`src/rtl/intarb_pkg.sv`:
```
package intarb_pkg;
   // table layout: slot 0 is the idle default, slots 1..MAX_SRC maskable, top slot trap
   localparam int unsigned MAX_SRC    = 14;
   localparam int unsigned NUM_SLOTS  = MAX_SRC + 2;
   localparam int unsigned CODE_W     = $clog2(NUM_SLOTS);
   localparam logic [7:0]  TABLE_BASE = 8'hE0;
   localparam int unsigned BYTE_W     = 8;
   localparam int unsigned VEC_W      = 2 * BYTE_W - 1;
endpackage

```
`src/rtl/intarb_src_regs.sv`:
```
module intarb_src_regs #(
   parameter int unsigned NUM_SRC = 14
) (
   input  logic               clk,
   input  logic               rst_n,
   input  logic [NUM_SRC-1:0] pend_set,
   input  logic [NUM_SRC-1:0] pend_clr,
   input  logic               en_wr,
   input  logic [NUM_SRC-1:0] en_data,
   input  logic               trap_set,
   input  logic               trap_clr,
   output logic [NUM_SRC-1:0] pend_q,
   output logic [NUM_SRC-1:0] en_q,
   output logic               trap_q
);
   always_ff @(posedge clk) begin
      if (!rst_n) begin
         pend_q <= '0;
         en_q   <= '0;
         trap_q <= 1'b0;
      end else begin
         // a new request wins over a software clear in the same cycle
         pend_q <= (pend_q & ~pend_clr) | pend_set;
         if (en_wr) en_q <= en_data;
         trap_q <= (trap_q & ~trap_clr) | trap_set;
      end
   end
endmodule

```
`src/rtl/intarb_gate.sv`:
```
module intarb_gate #(
   parameter int unsigned PC_W     = 16,
   parameter int unsigned ENTRY_PC = 'h00FF
) (
   input  logic            clk,
   input  logic            rst_n,
   input  logic            any_act,
   input  logic            trap_q,
   input  logic            int_take,
   input  logic            gie_set,
   input  logic            gie_clr,
   output logic            irq,
   output logic            gie,
   output logic            entry_vld,
   output logic [PC_W-1:0] entry_pc
);
   always_ff @(posedge clk) begin
      if (!rst_n) begin
         gie       <= 1'b0;
         entry_vld <= 1'b0;
      end else begin
         entry_vld <= int_take;
         if (int_take || gie_clr) gie <= 1'b0;
         else if (gie_set)        gie <= 1'b1;
      end
   end

   assign entry_pc = PC_W'(ENTRY_PC);
   assign irq      = trap_q | (gie & any_act);
endmodule

```
`src/rtl/intarb_prio.sv`:
```
module intarb_prio #(
   parameter int unsigned N_IN   = 15,
   parameter int unsigned CODE_W = 4
) (
   input  logic [N_IN-1:0]   act,
   output logic [CODE_W-1:0] code
);
   logic [N_IN-1:0] hit;

   // one-hot winner: a bit wins when nothing above it is active
   for (genvar i = 0; i < N_IN; i++) begin : g_hit
      if (i == N_IN - 1) begin : g_top
         assign hit[i] = act[i];
      end else begin : g_low
         assign hit[i] = act[i] & ~(|act[N_IN-1:i+1]);
      end
   end

   always_comb begin
      code = '0;
      for (int i = 0; i < N_IN; i++) begin
         if (hit[i]) code = code | CODE_W'(i + 1);
      end
   end
endmodule

```
`src/rtl/intarb_vecgen.sv`:
```
module intarb_vecgen
   import intarb_pkg::*;
#(
   parameter int unsigned PC_W = 16
) (
   input  logic              clk,
   input  logic              rst_n,
   input  logic              go,
   input  logic [PC_W-1:0]   pc,
   input  logic [CODE_W-1:0] code,
   output logic              vld,
   output logic [PC_W-1:0]   hi_addr,
   output logic [PC_W-1:0]   lo_addr,
   output logic              page_err
);
   localparam int unsigned PAGE_W = PC_W - BYTE_W;

   logic [PAGE_W-1:0] page;
   logic [BYTE_W-1:0] ofs;

   // a select at the last byte of a page reads the table of the next page
   assign page = pc[PC_W-1:BYTE_W] + PAGE_W'(pc[BYTE_W-1:0] == '1);
   assign ofs  = TABLE_BASE + BYTE_W'({code, 1'b0});

   always_ff @(posedge clk) begin
      if (!rst_n) begin
         vld      <= 1'b0;
         hi_addr  <= '0;
         lo_addr  <= '0;
         page_err <= 1'b0;
      end else begin
         vld <= go;
         if (go) begin
            hi_addr  <= {page, ofs};
            lo_addr  <= {page, ofs | BYTE_W'(1)};
            page_err <= (page == '0);
         end else begin
            page_err <= 1'b0;
         end
      end
   end
endmodule

```
`src/rtl/intarb_top.sv`:
```
module intarb_top
   import intarb_pkg::*;
#(
   parameter int unsigned NUM_SRC  = 14,
   parameter int unsigned PC_W     = 16,
   parameter int unsigned ENTRY_PC = 'h00FF
) (
   input  logic               clk,
   input  logic               rst_n,
   input  logic [NUM_SRC-1:0] pend_set,
   input  logic [NUM_SRC-1:0] pend_clr,
   input  logic               en_wr,
   input  logic [NUM_SRC-1:0] en_data,
   input  logic               trap_set,
   input  logic               trap_clr,
   input  logic               gie_set,
   input  logic               gie_clr,
   input  logic               int_take,
   input  logic               vis_go,
   input  logic [PC_W-1:0]    vis_pc,
   input  logic [7:0]         rom_hi,
   input  logic [7:0]         rom_lo,
   output logic               irq,
   output logic               gie,
   output logic               entry_vld,
   output logic [PC_W-1:0]    entry_pc,
   output logic               vec_vld,
   output logic [PC_W-1:0]    vec_hi_addr,
   output logic [PC_W-1:0]    vec_lo_addr,
   output logic               vec_page_err,
   output logic [14:0]        vec_target
);
   localparam int unsigned N_IN = MAX_SRC + 1;

   if (NUM_SRC < 1 || NUM_SRC > MAX_SRC) begin : g_bad_src
      $error("intarb_top: NUM_SRC must lie in 1..%0d", MAX_SRC);
   end
   if (PC_W <= BYTE_W || PC_W > 32) begin : g_bad_pc
      $error("intarb_top: PC_W must lie in %0d..32", BYTE_W + 1);
   end

   logic [NUM_SRC-1:0] pend_q, en_q;
   logic               trap_q;
   logic [NUM_SRC-1:0] live;
   logic [MAX_SRC-1:0] live_full;
   logic [CODE_W-1:0]  code;

   intarb_src_regs #(.NUM_SRC(NUM_SRC)) u_regs (
      .clk      (clk),
      .rst_n    (rst_n),
      .pend_set (pend_set),
      .pend_clr (pend_clr),
      .en_wr    (en_wr),
      .en_data  (en_data),
      .trap_set (trap_set),
      .trap_clr (trap_clr),
      .pend_q   (pend_q),
      .en_q     (en_q),
      .trap_q   (trap_q)
   );

   assign live = pend_q & en_q;

   // the trap keeps the top slot whatever the number of maskable sources
   if (NUM_SRC == MAX_SRC) begin : g_full
      assign live_full = live;
   end else begin : g_pad
      assign live_full = {{(MAX_SRC - NUM_SRC){1'b0}}, live};
   end

   intarb_gate #(.PC_W(PC_W), .ENTRY_PC(ENTRY_PC)) u_gate (
      .clk       (clk),
      .rst_n     (rst_n),
      .any_act   (|live),
      .trap_q    (trap_q),
      .int_take  (int_take),
      .gie_set   (gie_set),
      .gie_clr   (gie_clr),
      .irq       (irq),
      .gie       (gie),
      .entry_vld (entry_vld),
      .entry_pc  (entry_pc)
   );

   intarb_prio #(.N_IN(N_IN), .CODE_W(CODE_W)) u_prio (
      .act  ({trap_q, live_full}),
      .code (code)
   );

   intarb_vecgen #(.PC_W(PC_W)) u_vec (
      .clk      (clk),
      .rst_n    (rst_n),
      .go       (vis_go),
      .pc       (vis_pc),
      .code     (code),
      .vld      (vec_vld),
      .hi_addr  (vec_hi_addr),
      .lo_addr  (vec_lo_addr),
      .page_err (vec_page_err)
   );

   assign vec_target = {rom_hi[BYTE_W-2:0], rom_lo};
endmodule

```
`config.mk`:
```
export PLATFORM = sky130hd
export DESIGN_NAME = intarb_top
export DESIGN_NICKNAME = d
export VERILOG_FILES = /design/src/rtl/intarb_pkg.sv /design/src/rtl/intarb_src_regs.sv /design/src/rtl/intarb_gate.sv /design/src/rtl/intarb_prio.sv /design/src/rtl/intarb_vecgen.sv /design/src/rtl/intarb_top.sv
export SDC_FILE = /design/constraint.sdc
export NUM_CORES = 1
export LEC_CHECK = 0
export CORE_MARGIN = 2
export CORE_UTILIZATION = 40
export CTS_CLUSTER_DIAMETER = 120
export DETAILED_ROUTE_END_ITERATION = 12
export GPL_ROUTABILITY_DRIVEN = 0
export PLACE_DENSITY = 0.95
export SLEW_MARGIN = 25
export SYNTH_ARGS = -nofsm -noshare
export SYNTH_HDL_FRONTEND = slang
export SYNTH_SLANG_ARGS = --single-unit
```
`constraint.sdc`:
```
create_clock -name clk -period 3.56 [get_ports clk]
set_clock_uncertainty 0.15 [all_clocks]
set_input_delay 1.068 -clock clk [delete_from_list [all_inputs] [get_ports clk]]
set_output_delay 1.068 -clock clk [all_outputs]
set_load 0.005 [all_outputs]
```
==> impl_metrics.py <==
metrics = {
    "sta": {
        "setup_viol": 0,
        "hold_ws_ns": 0.353,
        "report.final.slew_viol_count": 0,
        "finalHoldViolCount": 0,
        "relSlewSlack": 0.642,
        "finalCritPeriodShare": 0.917,
        "fin_crit_ns": 3.27,
        "rsz0062_at_grt": "false",
        "tightest_slew_ns": 0.537,
        "setup_ws_ns": 0.294,
        "tns_ns": 0,
        "max_freq_ghz": 0.306,
    },
    "setup_path": {
        "crit_path_end_kind": "output pin",
        "setup.worst_path.start": "u_regs.en_q[9]",
        "path_class": "reg2out",
        "ff2ff_setup_slack_ns": 1.83,
        "worst_ep_arrival_time_ns": 2.05,
        "cp_max_fo": 4,
        "rr_startpoint": "u_regs.en_q[9]",
        "required_ns": 2.34,
        "startpoint_type": "register",
    },
    "synthesis": {
        "netlist_instances": 280,
        "ys_warn_count": 0,
        "ys_seq_elements": 46,
        "yosysSeqAreaShare": 0.387,
        "syn_avg_cell_area_sq_um": 8.50,
        "async_reset_ff_frac": 0,
        "synth_edf_count": 0,
        "synth_cell_types": 41,
        "syn-cell-area_sq_um": 2380,
        "dominantRegCellSynth": "dfxtp_1",
    },
    "floorplan": {
        "rows": 28,
        "die_y_um": 81.1,
        "core_area_sq_um": 5850,
        "die_area_sq_um": 6580,
        "die-width_um": 81.1,
        "start_util": 0.407,
        "io_pins": 151,
    },
    "global_route": {
        "overflow": 0,
        "grt_pass1_wl_um": 8470,
        "antenna_found_initial": 0,
        "grt_pass1_vias": 1918,
        "grt_max_degree": 24,
        "grt_util_all_layers": 0.165,
    },
    "clocking": {
        "clock_path_buffers": 2,
        "cts.clk_slew.worst_paths_ns": 0.09,
        "cts_made_buffers": 5,
        "cts.htree.levels": 2,
        "cts-resized-gates": 0,
        "cts-root-buf": "clkbuf_8",
        "clock-sinks": 46,
        "insertion_delay_ns": 0.29,
        "cts_tree": "yes",
    },
    "final_layout": {
        "drive_above_1_share": 0.0483,
        "antenna_cells": 0,
        "final_cell_mix": "clkdlybuf4s50_1 (102), dfxtp_1 (46), nor2_1 (44), inv_1 (18)",
        "syn_to_final_growth_pct": 37.9,
        "nets": 436,
        "layout_commonest_cell": "clkdlybuf4s50_1",
        "final.fill_count": 519,
        "stdcell_count": 427,
    },
    "detailed_routing": {
        "routed_wl_um": 5800,
        "drt_iter0_markers": 127,
        "viasPerCell": 5.00,
        "drt_first_pass_iters": 4,
        "drc": 0,
        "dr_total_vias": 2136,
        "antenna_left": 0,
        "wl_per_cell_um": 13.6,
    },
    "placed_design": {
        "dp_slack_ns": 0.383,
        "place_inst": 417,
        "place_hpwl_um": 4630,
        "io_buffer_count": 102,
    },
    "power": {
        "p_clk_frac": 0.319,
        "p_leak_nw": 1.36,
        "power.total_mw": 1.20,
        "seqPwrFrac": 0.485,
        "p_int_mw": 0.908,
        "ir_drop_mv": 0.185,
        "cellPowerDensity_nw_per_um2": 365,
        "p_comb_frac": 0.196,
        "power.switching_mw": 0.290,
        "swShare": 0.242,
    },
    "run": {
        "cap_viol_max_count": 0,
    },
    "run_status": {
        "outcome": "finished, final reports clean",
    },
    "worst_hold_path": {
        "hold_class": "reg2reg",
        "min-delay-start": "u_regs.pend_q[1]",
    },
}
==> worst paths after layout <==
path,endpoint,depth (start not counted)
setup / recovery,irq,6
hold / removal,u_regs.pend_q[1],2
setup reg to reg,u_vec.lo_addr[3],6
hold reg to reg,u_regs.pend_q[1],2
==> logic make-up (layout without fill, tap and decap cells) <==
group,Yosys count,count (layout),share of synthesized area
AND/OR/NAND/NOR,83,83,0.162
buffers and inverters,76,133,0.203
AO/OA/AOI/OAI,47,47,0.136
flip-flops,46,46,0.387
multiplexers,17,17,0.0715
XOR/XNOR,7,7,0.0258
adder cells (fa/ha/maj),2,2,0.0105
other,2,17,0.00316
==> flip-flops by register name, indices dropped and copies added (netlist names) <==
register          cells
u_regs.en_q          14
u_regs.pend_q        14
u_vec.lo_addr        13
u_gate.entry_vld      1
u_gate.gie            1
u_regs.trap_q         1
u_vec.page_err        1
u_vec.vld             1
==> what timing repair did <==
item | in CTS | in global routing
setup endpoints to repair | 0 | 1
setup buffers | 0 | 2
hold buffers | 0 | 0
==> worst max-delay path, stage by stage, from the launching register on <==
cell	delay, ns
dfxtp_1	0.34
a222oi_1	0.35
buf_4	0.19
nand4_1	0.13
o21ai_0	0.20
nand2b_1	0.09
clkdlybuf4s50_1	0.45
==> through the flow <==
step,util,area (sq um)
after floorplan,-,2440
after global placement,0.540,3160
after detailed placement,0.540,3160
after CTS,0.558,3270
after global routing,0.561,3280
final,0.561,3280
==> cell usage after synthesis, drive strengths merged (2+ instances only) <==
cell / n / area (sq um)
dfxtp: 46 / 921
a31oi: 3 / 18.8
nand4: 7 / 43.8
a22oi: 4 / 30.0
a21oi: 16 / 80.1
nor2: 44 / 165
clkbuf: 6 / 32.5
buf: 52 / 384
and2: 6 / 41.3
xnor2: 3 / 26.3
a211oi: 5 / 37.5
nand2: 10 / 37.5
a222oi: 3 / 30.0
inv: 18 / 67.6
a32oi: 2 / 17.5
nand3: 8 / 40.0
mux2i: 17 / 170
ha: 2 / 25.0
o21ai: 5 / 25.0
a41o: 2 / 20.0
conb: 2 / 7.51
xor2: 4 / 35.0
==> area by class of cell <==
class	instances	area, sq um	share of cell area
clock buffers	6	72.6	0.0221
clock inverters	2	37.5	0.0114
inverters	18	67.6	0.0206
multi-input cells	173	1030	0.314
flip-flops and latches	46	921	0.281
well taps	75	93.8	0.0286
repair buffers	107	1060	0.323
==> per-layer routing <==
metal,GRT usage,part of all wire
met2,0.297,0.52
met1,0.179,0.38
met3,0.0522,0.077
met4,0.0627,0.020
met5,0,0
==> power groups by stage <==
stage	Sequential [mW]	Combinational, mW	Clock, mW
final	0.581	0.235	0.382
after global routing	0.586	0.256	0.413
after CTS	0.580	0.233	0.388
after detailed placement	0.592	0.232	0
after global placement	0.590	0.226	0
after floorplan	0.583	0.133	0
Note: power is estimated with default switching activity, not from simulation.
